<file path="src/rtl/wprot_pkg.sv">
package wprot_pkg;

    typedef enum logic [1:0] {
        LATCH_LOCKED = 2'd0,
        LATCH_ARMED  = 2'd1,
        LATCH_SPENT  = 2'd2
    } latch_state_t;

    typedef enum logic {
        BYTE_IDLE   = 1'b0,
        BYTE_ACTIVE = 1'b1
    } byte_state_t;

    typedef logic [1:0] bp_code_t;

    localparam int unsigned SR_BP_LSB = 2;
    localparam int unsigned SR_LATCH_BIT = 1;

endpackage

</file>
<file path="src/rtl/wprot_latch_fsm.sv">
module wprot_latch_fsm
    import wprot_pkg::*;
(
    input  logic clk,
    input  logic rst_n,
    input  logic set_en,
    input  logic clr_en,
    input  logic wr_done,
    input  logic wr_end,
    output logic wel
);

    latch_state_t state_q;
    latch_state_t state_d;

    always_comb begin
        state_d = state_q;
        unique case (state_q)
            LATCH_LOCKED: begin
                if (set_en && !clr_en) state_d = LATCH_ARMED;
            end
            LATCH_ARMED: begin
                if (clr_en)       state_d = LATCH_LOCKED;
                else if (wr_done) state_d = LATCH_SPENT;
            end
            LATCH_SPENT: begin
                if (clr_en || wr_end) state_d = LATCH_LOCKED;
            end
            default: state_d = LATCH_LOCKED;
        endcase
    end

    always_ff @(posedge clk or negedge rst_n) begin
        if (!rst_n) state_q <= LATCH_LOCKED;
        else        state_q <= state_d;
    end

    always_comb begin
        wel = (state_q != LATCH_LOCKED);
    end

    a_r2_clear_wins: assert property (@(posedge clk) disable iff (!rst_n)
        clr_en |=> !wel);

    a_r2_set_arms: assert property (@(posedge clk) disable iff (!rst_n)
        (set_en && !clr_en && !wr_end) |=> wel);

    a_r10_keep_unused: assert property (@(posedge clk) disable iff (!rst_n)
        (state_q == LATCH_ARMED && wr_end && !wr_done && !clr_en) |=> wel);

endmodule

</file>
<file path="src/rtl/wprot_byte_track.sv">
module wprot_byte_track
    import wprot_pkg::*;
(
    input  logic clk,
    input  logic rst_n,
    input  logic wp_n,
    input  logic byte_start,
    input  logic byte_done,
    input  logic wr_end,
    output logic pin_eff
);

    byte_state_t state_q;
    byte_state_t state_d;
    logic        held_q;
    logic        held_d;

    always_comb begin
        state_d = state_q;
        held_d  = held_q;
        unique case (state_q)
            BYTE_IDLE: begin
                if (byte_start) begin
                    state_d = BYTE_ACTIVE;
                    held_d  = wp_n;
                end
            end
            BYTE_ACTIVE: begin
                if (byte_start) begin
                    state_d = BYTE_ACTIVE;
                    held_d  = wp_n;
                end else if (byte_done || wr_end) begin
                    state_d = BYTE_IDLE;
                end
            end
            default: state_d = BYTE_IDLE;
        endcase
    end

    always_ff @(posedge clk or negedge rst_n) begin
        if (!rst_n) begin
            state_q <= BYTE_IDLE;
            held_q  <= 1'b0;
        end else begin
            state_q <= state_d;
            held_q  <= held_d;
        end
    end

    always_comb begin
        pin_eff = (state_q == BYTE_ACTIVE) ? held_q : wp_n;
    end

    a_r8_frozen_in_byte: assert property (@(posedge clk) disable iff (!rst_n)
        (state_q == BYTE_ACTIVE && !byte_start && !byte_done && !wr_end)
            |=> $stable(pin_eff));

endmodule

</file>
<file path="src/rtl/wprot_bp_reg.sv">
module wprot_bp_reg
    import wprot_pkg::*;
#(
    parameter bp_code_t BP_INIT = 2'b00
) (
    input  logic     clk,
    input  logic     rst_n,
    input  logic     load,
    input  bp_code_t load_val,
    output bp_code_t bp
);

    always_ff @(posedge clk or negedge rst_n) begin
        if (!rst_n)    bp <= BP_INIT;
        else if (load) bp <= load_val;
    end

    a_r4_hold_unless_loaded: assert property (@(posedge clk) disable iff (!rst_n)
        !load |=> $stable(bp));

endmodule

</file>
<file path="src/rtl/wprot_range.sv">
module wprot_range
    import wprot_pkg::*;
#(
    parameter int unsigned ADDR_W = 9
) (
    input  bp_code_t          bp,
    input  logic [ADDR_W-1:0] addr,
    output logic              in_range
);

    localparam int unsigned TOP = ADDR_W - 1;

    always_comb begin
        unique case (bp)
            2'b00: in_range = 1'b0;
            2'b01: in_range = addr[TOP] & addr[TOP-1];
            2'b10: in_range = addr[TOP];
            2'b11: in_range = 1'b1;
            default: in_range = 1'b1;
        endcase
    end

endmodule

</file>
<file path="src/rtl/wprot_ctrl.sv">
module wprot_ctrl
    import wprot_pkg::*;
#(
    parameter int unsigned ADDR_W  = 9,
    parameter bp_code_t    BP_INIT = 2'b00
) (
    input  logic              clk,
    input  logic              rst_n,
    input  logic              wp_n,
    input  logic              ev_set_en,
    input  logic              ev_clr_en,
    input  logic              ev_byte_start,
    input  logic              ev_sr_wr,
    input  logic [7:0]        sr_data,
    input  logic              ev_mem_wr,
    input  logic [ADDR_W-1:0] mem_addr,
    input  logic              ev_wr_end,
    output logic              mem_permit,
    output logic              sr_permit,
    output logic [7:0]        status_byte
);

    logic     wel;
    logic     pin_eff;
    logic     in_range;
    logic     wr_done;
    logic     sr_load;
    bp_code_t bp;
    logic     unused_sr_bits;

    assign unused_sr_bits = ^{sr_data[7:4], sr_data[1:0]};

    wprot_latch_fsm u_latch (
        .clk     (clk),
        .rst_n   (rst_n),
        .set_en  (ev_set_en),
        .clr_en  (ev_clr_en),
        .wr_done (wr_done),
        .wr_end  (ev_wr_end),
        .wel     (wel)
    );

    wprot_byte_track u_byte (
        .clk        (clk),
        .rst_n      (rst_n),
        .wp_n       (wp_n),
        .byte_start (ev_byte_start),
        .byte_done  (ev_mem_wr | ev_sr_wr),
        .wr_end     (ev_wr_end),
        .pin_eff    (pin_eff)
    );

    wprot_bp_reg #(.BP_INIT(BP_INIT)) u_bp (
        .clk      (clk),
        .rst_n    (rst_n),
        .load     (sr_load),
        .load_val (sr_data[SR_BP_LSB +: 2]),
        .bp       (bp)
    );

    wprot_range #(.ADDR_W(ADDR_W)) u_range (
        .bp       (bp),
        .addr     (mem_addr),
        .in_range (in_range)
    );

    always_comb begin
        sr_permit   = wel & pin_eff;
        mem_permit  = wel & pin_eff & ~in_range;
        sr_load     = ev_sr_wr & sr_permit;
        wr_done     = sr_load | (ev_mem_wr & mem_permit);
        status_byte = 8'h00;
        status_byte[SR_BP_LSB +: 2] = bp;
        status_byte[SR_LATCH_BIT]   = wel;
    end

    a_r6_latch_gates: assert property (@(posedge clk) disable iff (!rst_n)
        !status_byte[SR_LATCH_BIT] |-> (!mem_permit && !sr_permit));

    a_r7_pin_gates: assert property (@(posedge clk) disable iff (!rst_n)
        !pin_eff |-> (!mem_permit && !sr_permit));

    a_r5_full_block: assert property (@(posedge clk) disable iff (!rst_n)
        (status_byte[3:2] == 2'b11) |-> !mem_permit);

    a_r3_load_takes_field: assert property (@(posedge clk) disable iff (!rst_n)
        (ev_sr_wr && sr_permit) |=> (status_byte[3:2] == $past(sr_data[3:2])));

endmodule

</file>
<file path="config.mk">
export PLATFORM = sky130hd
export DESIGN_NAME = wprot_ctrl
export DESIGN_NICKNAME = d
export VERILOG_FILES = /design/src/rtl/wprot_pkg.sv /design/src/rtl/wprot_latch_fsm.sv /design/src/rtl/wprot_byte_track.sv /design/src/rtl/wprot_bp_reg.sv /design/src/rtl/wprot_range.sv /design/src/rtl/wprot_ctrl.sv
export SDC_FILE = /design/constraint.sdc
export NUM_CORES = 1
export LEC_CHECK = 0
export BUFFER_PORTS_ARGS = -buffer_cell sky130_fd_sc_hd__buf_2
export CORE_AREA = 3 3 40 42
export CTS_CLUSTER_DIAMETER = 100
export DETAILED_ROUTE_END_ITERATION = 6
export DIE_AREA = 0 0 43 45
export PLACE_DENSITY = 0.67
export SLEW_MARGIN = 20
export SYNTH_ARGS = -nofsm -noshare
export SYNTH_HDL_FRONTEND = slang
export SYNTH_HIERARCHICAL = 1
export SYNTH_SLANG_ARGS = --single-unit
</file>
<file path="constraint.sdc">
create_clock -name clk -period 1.7 [get_ports clk]
set_input_delay 0 -clock clk [delete_from_list [all_inputs] [get_ports clk]]
set_output_delay 0 -clock clk [all_outputs]
set_load 0.05 [all_outputs]
</file>
==> results_dict.tcl, run 1 <==
set metrics [dict create \
    area_growth_pct 44.48 \
    multiInputGateArea_um2 163.9 \
    yosys.area_share.simple_pct 17.79 \
    tns_ns 0 \
    grt_use_total_pct 9.404 \
    fp.dieW_um 43 \
    slew_viol_final 0 \
    grt_pass1_wl_um 1297 \
    worstSetupEndpointType "flop" \
    clkTransAtPathRegs_ns 0.04 \
    cts_tree "done" \
    fill_cells 127 \
    path_max_fanout 4 \
    syn_area_per_cell_um2 9.766 \
    yosysWarnings 6 \
    clock_latency_ns 0.24 \
    critPathRequiredTime_ns 1.81 \
    netlist_instances 36 \
    final_cell_mix "17 x buf_2, 6 x dlygate4sd3_1, 6 x dfrtp_1" \
    start_util_pct 27.36 \
    synth_top_family_by_area "simple AND/OR/NAND/NOR gates" \
    pre_cts_slack_ns 0.2738 \
    design_area_um2 508.0 \
    r2r-start "u_latch/state_q[1]" \
    setup_viol 0 \
    ant_nets 0 \
    ys_seq_area_share_pct 42.70 \
    postCtsSetupBuffers 0 \
    hold_buffers 6 \
    rsz0062_at_grt "false" \
    io_buffers 17 \
    first_pass_iters 3 \
    post_cts_resized 0 \
    gr-total-overflow 0 \
    num_io_pins 36 \
    synth_top_area_cell "dfrtp_1" \
    core_mm2 0.001285 \
    grt_max_degree 7 \
    hp-start "ev_set_en" \
    antenna_cells 0 \
    fin_crit_ns 1.394 \
    final.setup_skew_ns 0.002207 \
    synth_compound_area_share_pct 10.68 \
    hpwl_um 551.4 \
    rows 13 \
    die_area_mm2 0.001935 \
    cts.sinks 6 \
    irDropWorstVdd_v 0.0006041 \
    max_freq_mhz 717.6 \
    path_class "reg -> reg" \
    ys_types 19 \
    synthAdderAreaFrac_pct 0 \
    grt_pass1_vias 321 \
    crit_start "u_latch/state_q[1]" \
    yosys_register_bits 6 \
    netlist_top_cells_area "dfrtp_1 43%, buf_4 13%, mux2_1 6.4%, mux2_2 6.4%, nor2_1 4.3%" \
    fin_crit_sh_pct 81.97 \
    viasPerCell 3.973 \
    synth_top_area_share_pct 42.70 \
    cp-start-kind "flop" \
    drc_errors 0 \
    min_path_type "in -> reg" \
    final_common_cell "buf_2" \
    status "completed" \
    num-nets-final 88 \
    placed_area_um2 425.4 \
    via_count 298 \
    p_leak_nw 0.2661 \
    synth-xor-area-share_pct 0 \
    clockBufferDepth 2 \
    die_h_um 45 \
    finalWirelength_um 706 \
    timing.final.hold_violations 0 \
    setup_ws_ns 0.3065 \
    syn_area_um2 351.6 \
    cp.arrival_ns 1.50 \
    muxShareOfSynthArea_pct 12.81 \
    wire_per_inst_um 9.413 \
    gp_congestion 0.6186 \
    layout-drive-gt1-share_pct 41.67 \
    ctsHtreeMaxLevel 1 \
    cts-buffers-inserted 3 \
    root_buffer "clkbuf_4" \
    seqCellArea_um2 150.1 \
    drt-initial-drc-count 1 \
    grt_antenna_before_repair 0 \
    p_per_area_mw_per_mm2 1013 \
    cap_viol_max_count 0 \
]
-- through the flow --
stage          util (%)  instances  total power, W  hold slack [ns]
3_3_place_gp      33.11         66       0.0003819          -0.1716
5_1_grt           39.53         75       0.0005521          0.04403
4_1_cts           39.53         75       0.0005248          0.04121
2_1_floorplan         -         40       0.0003467          -0.2956
6_report          39.53         75       0.0005147          0.04756
3_5_place_dp      33.11         66       0.0003833          -0.1694
-- report_power, final --
group / leakage (nW) / total [W] / internal, W / switching, W
sequential: 0.0735 / 0.000182 / 0.000165 / 0.0000164
combinational: 0.179 / 0.000209 / 0.0000645 / 0.000144
clock: 0.0138 / 0.000124 / 0.0000794 / 0.0000449
-- final cells by class --
type | count | share of cell area (%)
multi-input cells | 26 | 32.27
flip-flops and latches | 6 | 29.56
repair buffers | 23 | 28.57
clock buffers | 3 | 4.433
well taps | 15 | 3.695
inverters | 2 | 1.478
-- state kept, by name, summed over array words and instances (netlist names) --
| register | flops |
|---|---|
| u_bp/bp | 2 |
| u_byte/held_q | 1 |
| u_byte/state_q | 1 |
| u_latch/state_q | 2 |
-- critical path, stage by stage (launching register included) --
cell	delay [ns]
dfrtp_1	0.39
or2_2	0.31
nand2_1	0.14
a21oi_2	0.06
a2111oi_1	0.38
-- path summary, 6_finish.rpt --
path                                 endpoint  slack (ns)  cells past startpoint
max in group asynchronous          u_bp/bp[0]        1.45                      2
setup / recovery           u_latch/state_q[0]        0.31                      4
hold / removal             u_latch/state_q[0]        0.05                      3
setup reg to reg           u_latch/state_q[0]        0.31                      4
hold reg to reg            u_latch/state_q[0]        0.47                      1
min in group asynchronous       u_byte/held_q        0.11                      2
-- synth_stat cells (all sizes together) --
cell type  number
nand3           1
nand3b          1
o21ai           1
inv             2
mux2            4
nand2b          1
a2111oi         1
nand2           2
a21o            1
dfrtp           6
a21oi           2
or3b            1
conb            1
or2             2
buf             6
nor2            4
-- cell families after synthesis --
logic type | after synthesis
flops | 6
buf+inv | 8
mux | 4
other cells | 1
compound gates | 5
simple gates | 12
-- per-layer routing --
metal | vias to the layer above | track usage, % | part of all wire [%]
met5 | - | 0 | 0
met4 | 0 | 7.229 | 0
met3 | 0 | 3.187 | 9.5
met2 | 15 | 14.37 | 49
met1 | 124 | 10.86 | 41
li1 | 159 | - | -
(Power assumes the default switching activity.)
==> inputs of run 2 (changes only) <==
--- a/config.mk
+++ b/config.mk
@@ -10,7 +10,7 @@
 export CTS_CLUSTER_DIAMETER = 100
 export DETAILED_ROUTE_END_ITERATION = 6
 export DIE_AREA = 0 0 43 45
-export PLACE_DENSITY = 0.67
+export PLACE_DENSITY = 0.69
 export SLEW_MARGIN = 20
 export SYNTH_ARGS = -nofsm -noshare
 export SYNTH_HDL_FRONTEND = slang
==> constraint.sdc (replaced) <==
create_clock -name clk -period 1.2 [get_ports clk]
set_input_delay 0 -clock clk [delete_from_list [all_inputs] [get_ports clk]]
set_output_delay 0 -clock clk [all_outputs]
set_load 0.05 [all_outputs]
==> results_dict.tcl, run 2 (same netlist as run 1, synthesis figures left out) <==
set metrics [dict create \
    status "complete, but fails checks" \
    violations "setup timing" \
    timing.final.hold_violations 0 \
    hold_ws_ns 0.004907 \
    layout-drive-gt1-share_pct 64.06 \
    critPathRequiredTime_ns 1.20 \
    worstSetupEndpointType "output port" \
    grt_use_total_pct 9.496 \
    cp_slowest_stage_delay_ns 0.38 \
    holdPathStages 2 \
    p_leak_nw 0.3075 \
    placed_area_um2 467.9 \
    cts-buffers-inserted 3 \
    p_per_area_mw_per_mm2 1361 \
    finalWirelength_um 810 \
    final_util_pct 49.27 \
    irDropWorstVdd_v 0.0007414 \
    hp-start "wp_n" \
    final_cell_mix "14 x buf_2, 5 x conb_1, 5 x dlygate4sd3_1" \
    cts.sinks 6 \
    cp-start-kind "flop" \
    setup_ws_ns -0.09681 \
    rsz0062_at_grt "true" \
    final_common_cell "buf_2" \
    cp.arrival_ns 1.30 \
    num_io_pins 36 \
    clockBufferDepth 2 \
    fin_crit_ns 1.297 \
    root_buffer "clkbuf_4" \
    clock_latency_ns 0.24 \
    start_util_pct 27.36 \
    grt_pass1_wl_um 1345 \
    clkTransAtPathRegs_ns 0.04 \
    final.setup_skew_ns 0.006935 \
    cap_viol_max_count 0 \
    postCtsSetupBuffers 0 \
    reg2reg_depth 4 \
    crit_buf_inv 2 \
    fp.dieW_um 43 \
    ctsHtreeMaxLevel 1 \
    worstHoldEndpoint "u_byte/held_q" \
    layout.cells.non_filler 79 \
    crit_chain "mux2_4 > nand2_4 > buf_6 > nor2_4 > buf_8" \
    via_count 328 \
    viasPerCell 4.152 \
    drc_errors 0 \
    antenna_cells 0 \
    gr-total-overflow 0 \
    wire_per_inst_um 10.25 \
    design_area_um2 633.1 \
    first_pass_iters 1 \
    io_buffers 17 \
    cts_tree "done" \
    fin_crit_sh_pct 108.1 \
    die_area_mm2 0.001935 \
    drt-initial-drc-count 0 \
    grt_pass1_vias 340 \
    min_path_type "in -> reg" \
    max_freq_mhz 771.1 \
    dp_cells 70 \
    gp_congestion 0.6984 \
    setup_viol 6 \
    ant_nets 0 \
    path_max_fanout 3 \
    num-nets-final 91 \
    slew_viol_final 0 \
    power_w 0.0008619 \
    crit_family "flip-flops" \
    grt_antenna_before_repair 0 \
    top_regs "u_bp/bp x2, u_latch/state_q x2" \
    die_h_um 45 \
    r2r-end "u_bp/bp[1]" \
    rows 13 \
    r2r_slack_ns -0.06 \
    path_class "reg -> out" \
    grt_max_degree 7 \
    slowest_stage "dfrtp_1" \
    r2r-start "u_byte/state_q" \
    area_growth_pct 80.07 \
    core_mm2 0.001285 \
]
[run 2: changes by cell type in the layout (fill, tap and decap cells not counted), sizes merged]
cell / before / now
dlygate4sd3: 6 / 5
clkbuf: 3 / 4
buf: 17 / 21
[run 2: layout make-up]
| cell class | instances | area (um^2) |
|---|---|---|
| clock buffer | 4 | 26.28 |
| fill | 123 | 651.9 |
| inverter | 2 | 7.507 |
| multi-input combinational | 26 | 232.7 |
| sequential | 6 | 152.6 |
| tap | 15 | 18.77 |
| timing repair buffer | 26 | 195.2 |
[run 2: per-stage QoR]
step	worst slack (ns)	setup TNS [ns]
after global placement	-0.05669	-0.1675
after detailed placement	-0.1058	-0.2629
after CTS	-0.09712	-0.3947
final	-0.09681	-0.3776
after global routing	-0.1444	-0.6922
after floorplan	-0.08720	-0.2304
[run 2: what timing repair did]
action | 4_1_cts | 5_1_grt
gates resized for setup | 12 | 9
pin swaps | 3 | 1
hold endpoints to repair | 11 | 0
endpoints found under the setup margin | 7 | 7
hold buffers | 5 | 0
[run 2: worst max path at each step]
stage,cells after the start,endpoint,from,slack (ns)
after CTS,5,sr_permit,u_byte/state_q,-0.1
after detailed placement,4,u_latch/state_q[0],u_latch/state_q[1],-0.11
after floorplan,5,u_latch/state_q[0],u_bp/bp[0],-0.09
after global routing,5,mem_permit,u_byte/state_q,-0.14
final,5,mem_permit,u_byte/state_q,-0.1
after global placement,4,u_latch/state_q[0],u_latch/state_q[1],-0.06
[run 2: worst reg2reg max path: cells and delay by family (launching register included)]
family / cells / cell delay (ns)
multiplexers: 2 / 0.57
flip-flops: 1 / 0.38
AND/OR/NAND/NOR: 2 / 0.21
[run 2: layer usage]
metal | global-route usage (%) | vias to the layer above | wire [um]
li1 | - | 165 | -
met1 | 10.89 | 151 | 312
met2 | 15.57 | 12 | 436
met3 | 3.187 | 0 | 61
met4 | 5.422 | 0 | 0
met5 | 0 | - | 0
[run 2: power by group]
| group | internal [W] | leakage, nW | switching [W] |
|---|---|---|---|
| clock network | 0.000126 | 0.0150 | 0.0000737 |
| registers | 0.000238 | 0.0714 | 0.0000266 |
| logic | 0.000152 | 0.221 | 0.000246 |
